## src/rtl/mrx_pkg.sv

```systemverilog
package mrx_pkg;
    typedef enum logic [2:0] {
        ST_IDLE,
        ST_WAIT_SLV,
        ST_ARB,
        ST_HDR,
        ST_LEN,
        ST_DATA
    } mrx_state_t;

    localparam int NFLAG   = 6;
    localparam int F_RXS   = 0;
    localparam int F_BRDY  = 1;
    localparam int F_NORM  = 2;
    localparam int F_RXE   = 3;
    localparam int F_TXE   = 4;
    localparam int F_ARBL  = 5;
endpackage

```

## src/rtl/mrx_flag_bank.sv

```systemverilog
module mrx_flag_bank #(
    parameter int N = 6
) (
    input  logic         clk,
    input  logic         rst_n,
    input  logic [N-1:0] set_i,
    input  logic [N-1:0] clr_i,
    output logic [N-1:0] flag_o
);
    for (genvar g = 0; g < N; g++) begin : g_flag
        always_ff @(posedge clk or negedge rst_n) begin
            if (!rst_n)        flag_o[g] <= 1'b0;
            else if (set_i[g]) flag_o[g] <= 1'b1;
            else if (clr_i[g]) flag_o[g] <= 1'b0;
        end
    end


    set_wins_chk: assert property (@(posedge clk) disable iff (!rst_n)
        (|set_i) |=> ((flag_o & $past(set_i)) == $past(set_i)));
endmodule

```

## src/rtl/mrx_byte_cnt.sv

```systemverilog
module mrx_byte_cnt #(
    parameter int CNT_W = 8
) (
    input  logic             clk,
    input  logic             rst_n,
    input  logic             load,
    input  logic [CNT_W-1:0] load_val,
    input  logic             dec,
    output logic             last
);
    logic [CNT_W-1:0] rem;

    always_ff @(posedge clk or negedge rst_n) begin
        if (!rst_n)     rem <= '0;
        else if (load)  rem <= (load_val == '0) ? CNT_W'(1) : load_val;
        else if (dec)   rem <= rem - 1'b1;
    end

    assign last = (rem == CNT_W'(1));


    cnt_nonzero_chk: assert property (@(posedge clk) disable iff (!rst_n)
        dec |-> (rem != '0));
endmodule

```

## src/rtl/mrx_status_seq.sv

```systemverilog
module mrx_status_seq
    import mrx_pkg::*;
#(
    parameter int CNT_W      = 8,
    parameter int CODE_W     = 4,
    parameter int HDR_FIELDS = 3
) (
    input  logic              clk,
    input  logic              rst_n,
    input  logic              cmd_start,
    input  logic              slave_rx_busy,
    input  logic              arb_won,
    input  logic              arb_lost,
    input  logic              hdr_step,
    input  logic              tx_fault,
    input  logic [CODE_W-1:0] tx_fault_code,
    input  logic              len_rcvd,
    input  logic              len_parity_err,
    input  logic              data_rcvd,
    input  logic              rx_fault,
    input  logic              rbuf_rd,
    input  logic              clr_wr,
    input  logic [5:0]        clr_mask,
    input  logic              xfer_en_set,
    input  logic [CNT_W-1:0]  xfer_count,
    input  logic              rxe_int_en,
    output logic              exec_busy,
    output logic              mreq_flag,
    output logic              rx_start_flag,
    output logic              byte_rdy_flag,
    output logic              norm_done_flag,
    output logic              rx_err_flag,
    output logic              tx_err_flag,
    output logic              arb_lost_flag,
    output logic [CODE_W-1:0] tx_err_code,
    output logic              rx_status_irq,
    output logic              byte_rdy_irq,
    output logic              xfer_req,
    output logic              xfer_en
);
    localparam int HW = $clog2(HDR_FIELDS + 1);

    mrx_state_t state, state_nx;
    logic [HW-1:0] hdr_cnt;
    logic [NFLAG-1:0] set_vec, clr_vec, flags;
    logic cnt_last, len_ok, byte_evt, last_evt, tx_abort, go_arb;

    // event decode
    always_comb begin
        go_arb   = (state == ST_IDLE && cmd_start && !slave_rx_busy) ||
                   (state == ST_WAIT_SLV && !slave_rx_busy);
        tx_abort = (state == ST_ARB || state == ST_HDR) && tx_fault;
        len_ok   = (state == ST_LEN) && !rx_fault && len_rcvd && !len_parity_err;
        byte_evt = (state == ST_DATA) && !rx_fault && data_rcvd;
        last_evt = byte_evt && cnt_last;

        set_vec         = '0;
        set_vec[F_RXS]  = len_ok;
        set_vec[F_BRDY] = byte_evt;
        set_vec[F_NORM] = last_evt;
        set_vec[F_RXE]  = ((state == ST_LEN) && (rx_fault || (len_rcvd && len_parity_err))) ||
                          ((state == ST_DATA) && rx_fault);
        set_vec[F_TXE]  = tx_abort;
        set_vec[F_ARBL] = (state == ST_ARB) && !tx_fault && arb_lost;

        clr_vec         = clr_wr ? clr_mask[NFLAG-1:0] : '0;
        clr_vec[F_BRDY] = clr_vec[F_BRDY] | rbuf_rd;
    end

    // next state
    always_comb begin
        state_nx = state;
        unique case (state)
            ST_IDLE:     if (cmd_start) state_nx = slave_rx_busy ? ST_WAIT_SLV : ST_ARB;
            ST_WAIT_SLV: if (!slave_rx_busy) state_nx = ST_ARB;
            ST_ARB:      if (tx_fault || arb_lost) state_nx = ST_IDLE;
                         else if (arb_won) state_nx = ST_HDR;
            ST_HDR:      if (tx_fault) state_nx = ST_IDLE;
                         else if (hdr_step && hdr_cnt == HW'(HDR_FIELDS - 1)) state_nx = ST_LEN;
            ST_LEN:      if (rx_fault || len_rcvd) state_nx = len_ok ? ST_DATA : ST_IDLE;
            ST_DATA:     if (rx_fault || last_evt) state_nx = ST_IDLE;
            default:     state_nx = ST_IDLE;
        endcase
    end

    // state register
    always_ff @(posedge clk or negedge rst_n) begin
        if (!rst_n) state <= ST_IDLE;
        else        state <= state_nx;
    end

    // registered outputs
    always_ff @(posedge clk or negedge rst_n) begin
        if (!rst_n) begin
            exec_busy   <= 1'b0;
            mreq_flag   <= 1'b0;
            hdr_cnt     <= '0;
            tx_err_code <= '0;
            xfer_req    <= 1'b0;
            xfer_en     <= 1'b0;
        end else begin
            exec_busy <= slave_rx_busy;
            if (go_arb)                                        mreq_flag <= 1'b1;
            else if (state_nx == ST_IDLE && state != ST_IDLE)  mreq_flag <= 1'b0;
            if (state != ST_HDR)                               hdr_cnt <= '0;
            else if (hdr_step)                                 hdr_cnt <= hdr_cnt + 1'b1;
            if (tx_abort)                                      tx_err_code <= tx_fault_code;
            xfer_req <= byte_evt && xfer_en;
            if (last_evt)         xfer_en <= 1'b0;
            else if (xfer_en_set) xfer_en <= 1'b1;
        end
    end

    mrx_flag_bank #(.N(NFLAG)) u_flags (
        .clk(clk), .rst_n(rst_n), .set_i(set_vec), .clr_i(clr_vec), .flag_o(flags)
    );

    mrx_byte_cnt #(.CNT_W(CNT_W)) u_cnt (
        .clk(clk), .rst_n(rst_n), .load(len_ok), .load_val(xfer_count),
        .dec(byte_evt), .last(cnt_last)
    );

    assign rx_start_flag  = flags[F_RXS];
    assign byte_rdy_flag  = flags[F_BRDY];
    assign norm_done_flag = flags[F_NORM];
    assign rx_err_flag    = flags[F_RXE];
    assign tx_err_flag    = flags[F_TXE];
    assign arb_lost_flag  = flags[F_ARBL];
    assign rx_status_irq  = rx_start_flag | norm_done_flag | (rx_err_flag & rxe_int_en);
    assign byte_rdy_irq   = byte_rdy_flag & ~xfer_en;


    mreq_after_slave_chk: assert property (@(posedge clk) disable iff (!rst_n)
        $rose(mreq_flag) |-> !$past(slave_rx_busy));

    req_needs_en_chk: assert property (@(posedge clk) disable iff (!rst_n)
        xfer_req |-> $past(xfer_en));

    done_drops_mreq_chk: assert property (@(posedge clk) disable iff (!rst_n)
        $rose(norm_done_flag) |-> !mreq_flag);

    rxs_good_parity_chk: assert property (@(posedge clk) disable iff (!rst_n)
        $rose(rx_start_flag) |-> !$past(len_parity_err));

    arb_loss_idle_chk: assert property (@(posedge clk) disable iff (!rst_n)
        $rose(arb_lost_flag) |-> !mreq_flag);
endmodule

```

## config.mk

```make
export PLATFORM = sky130hd
export DESIGN_NAME = mrx_status_seq
export DESIGN_NICKNAME = d
export VERILOG_FILES = /design/src/rtl/mrx_pkg.sv /design/src/rtl/mrx_flag_bank.sv /design/src/rtl/mrx_byte_cnt.sv /design/src/rtl/mrx_status_seq.sv
export SDC_FILE = /design/constraint.sdc
export NUM_CORES = 1
export LEC_CHECK = 0
export BUFFER_PORTS_ARGS = -buffer_cell sky130_fd_sc_hd__buf_2
export CAP_MARGIN = 20
export CORE_ASPECT_RATIO = 0.7
export CORE_MARGIN = 1.5
export CORE_UTILIZATION = 52
export DETAILED_ROUTE_END_ITERATION = 7
export PLACE_DENSITY = 0.83
export SLEW_MARGIN = 20
export SYNTH_ARGS = -nofsm -noshare
export SYNTH_HDL_FRONTEND = slang
export SYNTH_SLANG_ARGS = --single-unit
```

## constraint.sdc

```tcl
create_clock -name clk -period 5.3 [get_ports clk]
set_input_delay 0.265 -clock clk [delete_from_list [all_inputs] [get_ports clk]]
set_output_delay 0.265 -clock clk [all_outputs]
set_load 0.1 [all_outputs]
```

==> results of run 1 <==
==> cell usage in the layout (no fill, tap or decap), types with 2 or more instances in the layout <==
| cell type | count |
|---|---|
| buf_2 | 49 |
| dfrtp_1 | 27 |
| nand2_1 | 24 |
| nor2_1 | 9 |
| inv_1 | 6 |
| nor4_1 | 4 |
| o21ai_0 | 4 |
| mux2_2 | 4 |
| nand3_1 | 3 |
| mux2i_1 | 3 |
| ha_1 | 3 |
| clkbuf_8 | 3 |
| nor2b_1 | 2 |
| nor4b_1 | 2 |
| or4b_4 | 2 |
| nand3b_1 | 2 |
| nand4_1 | 2 |
| or4_1 | 2 |
| nand2b_1 | 2 |
| o211ai_1 | 2 |
| a211o_1 | 2 |
| or4_2 | 2 |
| a221o_1 | 2 |
| nor3_1 | 2 |
| o311ai_0 | 2 |
| xnor2_1 | 2 |
==> stage by stage <==
stage	hold WS (ns)	setup slack [ns]	area (um^2)
6_report	-0.0206	3.25	1710
5_1_grt	0.0214	3.16	1710
4_1_cts	0.00697	3.27	1710
3_5_place_dp	0.308	3.27	1660
3_3_place_gp	0.298	3.37	1660
2_1_floorplan	-0.0306	2.67	1390
==> critical path, stage by stage, from the launching register on <==
cell and delay (ns):
dfrtp_1 0.47, nor4b_1 0.51, and3b_1 0.48, mux2i_1 0.14
a221o_2 0.34
==> worst paths after layout <==
check,from,end,slack [ns]
max in group asynchronous,rst_n,hdr_cnt[1],4.94
worst max-delay path,state[0],u_cnt.rem[2],3.25
worst min-delay path,rst_n,u_cnt.rem[6],-0.02
min in group clk,slave_rx_busy,exec_busy,0.15
worst max register to register,state[0],u_cnt.rem[2],3.25
worst min register to register,u_flags.flag_o[4],u_flags.flag_o[4],0.50
==> report_power, final <==
part | internal (mW) | total, mW | switching, mW
logic | 0.0451 | 0.219 | 0.174
clock network | 0.0528 | 0.116 | 0.0633
registers | 0.227 | 0.242 | 0.0144
==> cell families (layout without fill, tap and decap cells) <==
family / after synthesis / count (layout) / synth area share
AND/OR/NAND/NOR: 64 / 64 / 0.256
flip-flops: 27 / 27 / 0.486
AO/OA/AOI/OAI: 22 / 22 / 0.131
buffers and inverters: 9 / 59 / 0.0270
multiplexers: 7 / 7 / 0.0540
adder cells (fa/ha/maj): 3 / 3 / 0.0270
XOR/XNOR: 3 / 3 / 0.0189
==> registers in the layout, summed over array words and instances, names as in the netlist <==
name            flops
u_cnt.rem           8
xfer_en             1
mreq_flag           1
tx_err_code         4
hdr_cnt             2
u_flags.flag_o      6
exec_busy           1
state               3
xfer_req            1
==> area by class of cell <==
type | instances | share of cell area
clock inverter | 1 | 0.00293
tap | 34 | 0.0249
sequential | 27 | 0.395
clock buffer | 3 | 0.0242
multi-input combinational | 99 | 0.396
inverter | 6 | 0.0132
timing repair buffer | 49 | 0.143
==> routing by layer <==
layer / vias to the layer above / share of wire / global-route usage
li1: 604 / - / -
met1: 584 / 0.47 / 0.308
met2: 52 / 0.46 / 0.381
met3: 6 / 0.058 / 0.0636
met4: 0 / 0.012 / 0.0596
met5: - / 0 / 0
==> results.md, run 1 <==
- Cell variety after synth: 42
- Net Count, Synth: 172
- Vias per std cell: 5.69
- Failing checks: hold timing
- Pwr Density: 337 nW/um^2
- I/O pins: 50
- Number of synthesized flops with an enable pin: 0
- Row cnt: 15
- Largest net degree at the start of global routing: 28
- Seq cells post-synth: 27
- Maximum VDD drop: 0.000233 V
- Fmax: 0.488 GHz
- Core area: 2500 um^2
- Worst EP required: 5.46 ns
- RSZ-0062 raised after global routing: false
- 1st-pass router iterations: 4
- Worst Tran Pin Value: 0.582 ns
- Layout cells sized above 1: 0.362
- CTS sink cnt: 27
- Clk_skew: 0.00304 ns
- Residual DRC count: 0
- Routed length per placed instance: 15.1 um
- CTS Buffer Depth: 2
- Async SR Flop Fraction: 1.00
- Min Tclk post-route: 2.05 ns
- Starting Density: 0.557
- Setup TNS: 0 ns
- Most common cell in the netlist: dfrtp_1
- Grt total ovfl: 0
- Global-route wire length before repair: 5090 um
- Clock-pin transition on the worst setup and hold timing paths: 0.09 ns
- Sequential cell area: 676 um^2
- Max Slew Vio Count: 0
- Setup Viol. Count Final: 0
- Clk root buf: clkbuf_8
- Violation count after the first detailed-routing iteration: 59
- Worst setup EP type: flip-flop
- Number of buffers created by CTS: 3
- Multi-input logic area: 677 um^2
- Non-Filler Instances: 219
- Post-Syn Area: 1390 um^2
- N_diodes: 0
- Top post-synthesis cells by count: dfrtp_1 (27), nand2_1 (24), nor2_1 (9)
- Port Buffer Count: 49
- Area growth syn-to-layout: 23.0%
- Die Y: 46.3 um
- Post-CTS setup buffers: 0
- Fin util: 0.685
- Status: complete, but fails checks
- Synth Instances: 135
- Synth top area share: 0.486
- Top post-synthesis cells by area: dfrtp_1 (49%), nand2_1 (6.5%), mux2_2 (3.2%)
- Synth area leader: dfrtp_1
- Cts repair resizes: 0
- Total placed cells including tap cells: 215
- Vias in the first global route: 1152
- GRT Util Overall: 0.232
- Top_reg_cell synth: dfrtp_1
- Die W: 64.8 um
- Worst relative slew slack: 0.612
- Total Routed Length: 3300 um
- Hold Worst Slack: -0.0206 ns
- Clock Latency Late Sink: 0.27 ns
- CTS HTree Levels: 1
- Initial antenna violation count: 0
- CTS Hold Bufs: 0
- Detailed Place HPWL: 2610 um
- Nets: 223
- Startpoint Class: flip-flop
- Synth Warn #: 0
- Syn avg cell area: 10.3 um^2
- Critical path arrival: 2.21 ns
- HP Class: in -> async
- CTS tree: yes
- Die area: 3000 um^2
- Sequential fraction of the synthesis area: 0.486
- Final period utilization: 0.387
- Tot Pwr: 0.577 mW
- Final Hold Viols: 27
- DR vias: 1246
- DRT antenna net count: 0
- Fill cell count: 192
- Kind of critical path: reg -> reg
- GP Congestion: 0.889
- Leak: 0.885 nW
- Max-cap viol count: 0
- R2R depth: 4
- Crit path max fanout: 12
(Power assumes the default switching activity.)
==> run 2: changes to the inputs <==
--- a/config.mk
+++ b/config.mk
@@ -5,13 +5,14 @@
 export SDC_FILE = /design/constraint.sdc
 export NUM_CORES = 1
 export LEC_CHECK = 0
+export ABC_AREA = 1
 export BUFFER_PORTS_ARGS = -buffer_cell sky130_fd_sc_hd__buf_2
 export CAP_MARGIN = 20
 export CORE_ASPECT_RATIO = 0.7
 export CORE_MARGIN = 1.5
-export CORE_UTILIZATION = 52
+export CORE_UTILIZATION = 45
 export DETAILED_ROUTE_END_ITERATION = 7
-export PLACE_DENSITY = 0.83
+export PLACE_DENSITY = 0.76
 export SLEW_MARGIN = 20
 export SYNTH_ARGS = -nofsm -noshare
 export SYNTH_HDL_FRONTEND = slang
==> constraint.sdc (replaced) <==
create_clock -name clk -period 1.8 [get_ports clk]
set_input_delay 0.09 -clock clk [delete_from_list [all_inputs] [get_ports clk]]
set_output_delay 0.09 -clock clk [all_outputs]
set_load 0.1 [all_outputs]
==> run 2 against run 1 <==
  * The flow finishes with violations (DRC)
  * Flip-flop and latch count did not move
  * Via count rose by 9.8%
  * Worst hold slack improved by 0.063 ns
  * Clock skew barely moved
  * Setup slack got worse by 3.0 ns
  * Critical path depth rose by 4
  * Global-route usage fell by 4.7 points
  * Die area rose by 22%
  * Critical path type unchanged
  * Highest routed layer unchanged
==> results.md, run 2 <==
- Status: complete, but fails checks
- Failing checks: DRC
- Final period utilization: 0.870
- Port Buffer Count: 49
- DR vias: 1368
- Global-route wire length before repair: 5170 um
- Maximum VDD drop: 0.00107 V
- Commonest non-fill, non-tap cell in the layout: nand2_1
- DRT antenna net count: 0
- 1st-pass router iterations: 8
- Max FFs per register: 8
- Final WS setup: 0.235 ns
- Number of synthesized flops with an enable pin: 0
- Kind of critical path: reg -> reg
- Worst setup EP type: flip-flop
- Die area: 3650 um^2
- Violation count after the first detailed-routing iteration: 75
- Layout cells sized above 1: 0.285
- Max-cap viol count: 0
- Startpoint Class: flip-flop
- Fmax: 0.639 GHz
- Sequential cell area: 676 um^2
- Slowest cell on crit path: dfrtp_1
- CTS sink cnt: 27
- Async SR Flop Fraction: 1.00
- CP top delay family: simple AND/OR/NAND/NOR gates
- Leak: 0.992 nW
- Clk_skew: 0.00290 ns
- Tot Pwr: 2.20 mW
- Initial antenna violation count: 0
- CTS HTree Levels: 1
- Net Count, Synth: 225
- Starting Density: 0.471
- I/O pins: 50
- Place WS: 0.240 ns
- RSZ-0062 raised after global routing: false
- Worst EP required: 1.93 ns
- CTS Hold Bufs: 2
- Post-CTS setup buffers: 0
- Worst Tran Pin Value: 0.582 ns
- Top_reg_cell synth: dfrtp_1
- Multi-input logic area: 691 um^2
- Worst-path cell chain: inv_2 -> nand3_1 -> nor2_1 -> nand2_1 -> nand2_4 -> inv_1 -> nand2_1 -> o211ai_1
- Syn avg cell area: 7.88 um^2
- Worst stage delay on the critical path: 0.42 ns
- Hold Worst Slack: 0.0422 ns
- Post-Syn Area: 1480 um^2
- Largest net degree at the start of global routing: 28
- Vias per std cell: 4.89
- HP Class: in -> reg
- Final Hold Viols: 0
- Largest Register: u_cnt.rem
- Row cnt: 17
- Cell variety after synth: 27
- Synth top area share: 0.456
- GP Congestion: 0.920
- Most frequent cells in the layout: nand2_1 (51), buf_2 (49), dfrtp_1 (27)
- Setup Viol. Count Final: 0
- Nets: 280
- Critical path arrival: 1.70 ns
- Max Slew Vio Count: 0
- Synth area leader: dfrtp_1
- Detailed Place HPWL: 2420 um
- Number of buffers created by CTS: 3
- GRT Util Overall: 0.184
- Top post-synthesis cells by area: dfrtp_1 (46%), nand2_1 (13%), inv_1 (6.6%)
- Core area: 3150 um^2
- N_diodes: 0
- Residual DRC count: 1
- Grt total ovfl: 0
- Area growth syn-to-layout: 24.0%
- Crit path max fanout: 12
- Vias in the first global route: 1240
- Clock-pin transition on the worst setup and hold timing paths: 0.08 ns
- Fill cell count: 283
- Pwr Density: 1200 nW/um^2
- CTS Buffer Depth: 2
- Top post-synthesis cells by count: nand2_1 (51), dfrtp_1 (27), inv_1 (26)
- Setup TNS: 0 ns
- Clock Latency Late Sink: 0.27 ns
- Seq cells post-synth: 27
- Total Routed Length: 3080 um
- CTS tree: yes
- Sequential fraction of the synthesis area: 0.456
- Die W: 71.6 um
- Clk root buf: clkbuf_8
- Routed length per placed instance: 11.0 um
- Bufs and invs on worst path: 2
- Worst relative slew slack: 0.612
- Die Y: 51.0 um
- Regs by FF count: u_cnt.rem (8), u_flags.flag_o (6), tx_err_code (4)
- Cts repair resizes: 0
- Most common cell in the netlist: nand2_1
- Min Tclk post-route: 1.57 ns
- Synth Instances: 188
- Synth Warn #: 0
- Cell mode on critical path: nand2_1
## run 2: cell count changes after synthesis, sizes merged, moves of 4 or more
cell	delta
nand3	+13
nand2	+28
a21oi	+4
or4	-4
nor2	+18
inv	+24
## run 2: layer usage
metal,track usage,share of wire
met5,0,0
met4,0.0472,0.0091
met3,0.0454,0.058
met2,0.307,0.42
met1,0.243,0.51
## run 2: worst register-to-register path, stage by stage (launching register included)
cell	delay [ns]
dfrtp_1	0.42
inv_2	0.10
nand3_1	0.09
nor2_1	0.09
nand2_1	0.29
nand2_4	0.23
inv_1	0.07
nand2_1	0.06
o211ai_1	0.08
## run 2: per-stage QoR
step | util | instances | area (um^2)
after detailed placement | 0.563 | 274 | 1770
after CTS | 0.583 | 280 | 1840
after floorplan | - | 188 | 1490
after global placement | 0.563 | 274 | 1770
final | 0.583 | 280 | 1840
after global routing | 0.583 | 280 | 1840
## run 2: logic make-up (layout without fill, tap and decap cells)
family / Yosys count / in the layout / synth area share
simple gates: 98 / 98 / 0.283
buf+inv: 31 / 85 / 0.0836
flops: 27 / 27 / 0.456
compound gates: 21 / 21 / 0.0980
xor+xnor: 4 / 4 / 0.0237
mux: 4 / 4 / 0.0304
fa+ha+maj: 3 / 3 / 0.0253
## run 2: power by group
part | internal [mW] | leakage, nW | switching, mW
clock | 0.158 | 0.0228 | 0.170
sequential | 0.723 | 0.333 | 0.0745
combinational | 0.228 | 0.636 | 0.843
total | 1.11 | 0.992 | 1.09
## run 2: layout make-up
cell class,instances,share of cell area
multi-input combinational,130,0.376
sequential,27,0.368
timing repair buffer,51,0.144
tap,38,0.0259
clock buffer,4,0.0245
inverter,30,0.0613
## run 2: path summary, 6_finish.rpt
path,to,slack [ns],startpoint,cells after the start
setup / recovery,u_cnt.rem[6],0.23,state[1],8
hold / removal,xfer_en,0.04,xfer_en_set,2
setup reg to reg,u_cnt.rem[6],0.23,state[1],8
hold reg to reg,u_flags.flag_o[4],0.48,u_flags.flag_o[4],2
max in group asynchronous,u_flags.flag_o[1],1.05,rst_n,2
min in group asynchronous,tx_err_code[2],0.37,rst_n,2
==> run 3: changes to the inputs <==
--- a/config.mk
+++ b/config.mk
@@ -10,10 +10,11 @@
 export CAP_MARGIN = 20
 export CORE_ASPECT_RATIO = 0.7
 export CORE_MARGIN = 1.5
-export CORE_UTILIZATION = 45
+export CORE_UTILIZATION = 51
 export DETAILED_ROUTE_END_ITERATION = 7
-export PLACE_DENSITY = 0.76
+export PLACE_DENSITY = 0.8
 export SLEW_MARGIN = 20
 export SYNTH_ARGS = -nofsm -noshare
 export SYNTH_HDL_FRONTEND = slang
+export SYNTH_HIERARCHICAL = 1
 export SYNTH_SLANG_ARGS = --single-unit
==> constraint.sdc (replaced) <==
create_clock -name clk -period 1.7 [get_ports clk]
set_input_delay 0.085 -clock clk [delete_from_list [all_inputs] [get_ports clk]]
set_output_delay 0.085 -clock clk [all_outputs]
set_load 0.1 [all_outputs]
==> run 3 against run 2 <==
  * The run now ends clean
  * Largest cell class unchanged
  * Global-route usage up 4.4 points
  * Synthesized cell count up 20%
  * Highest routed layer unchanged
  * Setup slack worse by 0.12 ns
  * Sequential power up 3.1%
  * Register-to-register slack worse by 0.12 ns
  * Total power up 7.4%
  * Flip-flop and latch count unchanged
  * Clock-buffer cell count down 1
  * Sequential share of layout area down 3.9 points
  * Worst hold slack worse by 0.037 ns
==> results.md, run 3 <==
- Die area: 3540 um^2
- Leak: 1.21 nW
- Port Buffer Count: 49
- Worst stage delay on the critical path: 0.44 ns
- CTS Buffer Depth: 2
- Starting Density: 0.559
- CTS tree: yes
- R2R depth: 11
- Largest net degree at the start of global routing: 28
- Global-route wire length before repair: 6410 um
- Max Slew Vio Count: 0
- Grt total ovfl: 0
- Status: completed
- Pwr Density: 1150 nW/um^2
- Most frequent cells in the layout: nand2_1 (60), buf_2 (49), inv_1 (45)
- Total Routed Length: 3700 um
- Initial antenna violation count: 0
- Hold path endpoint: tx_err_code[3]
- Worst EP required: 1.86 ns
- Setup TNS: 0 ns
- Number of buffers created by CTS: 3
- Synth top area share: 0.416
- Int Pwr: 1.18 mW
- Regs by FF count: u_cnt/rem (8), u_flags/flag_o (6), tx_err_code (4)
- Switching Fraction: 0.502
- Top_reg_cell synth: dfrtp_1
- 1st-pass router iterations: 5
- Seq cells post-synth: 27
- Clock Latency Late Sink: 0.27 ns
- Most common cell in the netlist: nand2_1
- Bufs and invs on worst path: 5
- Worst-path cell chain: inv_2 -> nand3_2 -> inv_2 -> nand2_1 -> inv_2 -> buf_4 -> nor2_8 -> inv_2 -> a21oi_2 -> o21ai_1 -> nand2_1
- Crit path max fanout: 7
- Met3 wire length: 418 um
- Clock power frac: 0.155
- HP Class: in -> reg
- Largest Register: u_cnt/rem
- Synth Warn #: 6
- Commonest non-fill, non-tap cell in the layout: nand2_1
- Hold Crit Start: tx_fault_code[3]
- Residual DRC count: 0
- FF-to-FF Start: state[0]
- Maximum VDD drop: 0.00146 V
- Syn avg cell area: 7.19 um^2
- Row cnt: 16
- Sequential fraction of the synthesis area: 0.416
- Clk root buf: clkbuf_8
- Clock-pin transition on the worst setup and hold timing paths: 0.09 ns
- Cell mode on critical path: inv_2
- Fmax: 0.632 GHz
- Final period utilization: 0.931
- Routed length per placed instance: 11.5 um
- Min-Delay Path Depth: 3
- Highest metal used: met4
- Reg2reg end: u_cnt/rem[3]
- Metal-1 WL: 1700 um
- Area growth syn-to-layout: 26.3%
- Violation count after the first detailed-routing iteration: 107
- Fin util: 0.707
- Critical path arrival: 1.74 ns
- Worst relative slew slack: 0.608
- Vias per std cell: 4.97
- Total placed cells including tap cells: 313
- Nets: 325
- Kind of critical path: reg -> reg
- Core area: 2900 um^2
- Startpoint Class: flip-flop
- Clk_skew: 0.00216 ns
- GP Congestion: 0.931
- CP top delay family: buffers and inverters
- Cell variety after synth: 27
- Setup Viol. Count Final: 0
- Top post-synthesis cells by count: nand2_1 (60), inv_1 (48), dfrtp_1 (27)
- Min Tclk post-route: 1.58 ns
- CTS HTree Levels: 1
- Number of synthesized flops with an enable pin: 0
- Power share of the sequential group: 0.349
- Max FFs per register: 8
- Final Hold Viols: 0
- Met2 wire length: 1560 um
- Die W: 70.4 um
- Synth Instances: 226
- Tot Pwr: 2.36 mW
- N_diodes: 0
- DRT antenna net count: 0
- Max-cap viol count: 0
- CTS sink cnt: 27
- Top post-synthesis cells by area: dfrtp_1 (42%), nand2_1 (14%), inv_1 (11%)
- DR vias: 1604
- Worst setup EP type: flip-flop
- Comb pwr share: 0.496
- GRT Util Overall: 0.228
- Worst Tran Pin Value: 0.588 ns
- Vias in the first global route: 1475
- Synth area leader: dfrtp_1
- Net Count, Synth: 263
- Die Y: 50.2 um
- I/O pins: 50
- Non-Filler Instances: 323
- Layout cells sized above 1: 0.310
- Detailed Place HPWL: 2910 um
- Slowest cell on crit path: dfrtp_1
- Async SR Flop Fraction: 1.00
- Psw: 1.18 mW
- R2r setup slk: 0.12 ns
- Post-Syn Area: 1620 um^2
run 3: repair_timing:
| action | 4_1_cts | 5_1_grt |
|---|---|---|
| hold endpoints to repair | 30 | 0 |
| hold buffers | 4 | 0 |
| setup buffers | 0 | 2 |
| gates resized for setup | 0 | 7 |
| setup endpoints to repair | 0 | 7 |
run 3: layer usage:
metal | GRT usage | up-vias
met5 | 0 | -
met4 | 0.0545 | 0
met3 | 0.0622 | 2
met2 | 0.357 | 99
met1 | 0.318 | 697
li1 | - | 806
run 3: worst max-delay path by stage:
stage	start	cells past startpoint	endpoint
2_1_floorplan	u_flags/flag_o[1]	2	byte_rdy_irq
3_3_place_gp	u_cnt/rem[1]	11	mreq_flag
3_5_place_dp	state[1]	10	u_cnt/rem[0]
4_1_cts	state[1]	10	u_cnt/rem[0]
5_1_grt	state[1]	10	u_cnt/rem[0]
6_report	state[0]	11	u_cnt/rem[3]
run 3: metrics by stage:
step	setup slack, ns	hold WS (ns)	cell area, um^2
2_1_floorplan	0.0104	-0.211	1630
3_3_place_gp	0.143	0.130	1940
3_5_place_dp	0.0725	0.126	1940
4_1_cts	0.0610	0.00153	2020
5_1_grt	-0.00758	0.0296	2050
6_report	0.118	0.00548	2050
run 3: cells by family (layout without fill, tap and decap cells):
family,after synthesis,count (layout),share of synthesized area
simple gates,120,120,0.342
xor+xnor,1,1,0.00539
compound gates,20,20,0.0840
fa+ha+maj,3,3,0.0231
flops,27,27,0.416
buf+inv,55,116,0.129
run 3: power by group through the flow:
stage	clock [mW]	sequential [mW]	combinational (mW)
after floorplan	0	1.40	0.333
after global placement	0	0.835	1.12
after detailed placement	0	0.836	1.14
after CTS	0.377	0.829	1.15
after global routing	0.403	0.836	1.25
final	0.366	0.823	1.17
run 3: final cells by class:
cell class	count	area [um^2]
Fill cell	249	851
Multi-Input combinational cell	144	759
Sequential cell	27	676
Timing Repair Buffer	58	323
Inverter	54	203
Tap cell	36	45.0
Clock buffer	3	41.3
Clock inverter	1	5.00
run 3: worst register-to-register path, stage by stage, from the launching register on:
cell	delay, ns
dfrtp_1	0.44
inv_2	0.13
nand3_2	0.10
inv_2	0.06
nand2_1	0.09
inv_2	0.17
buf_4	0.18
nor2_8	0.06
inv_2	0.07
a21oi_2	0.03
o21ai_1	0.07
nand2_1	0.07
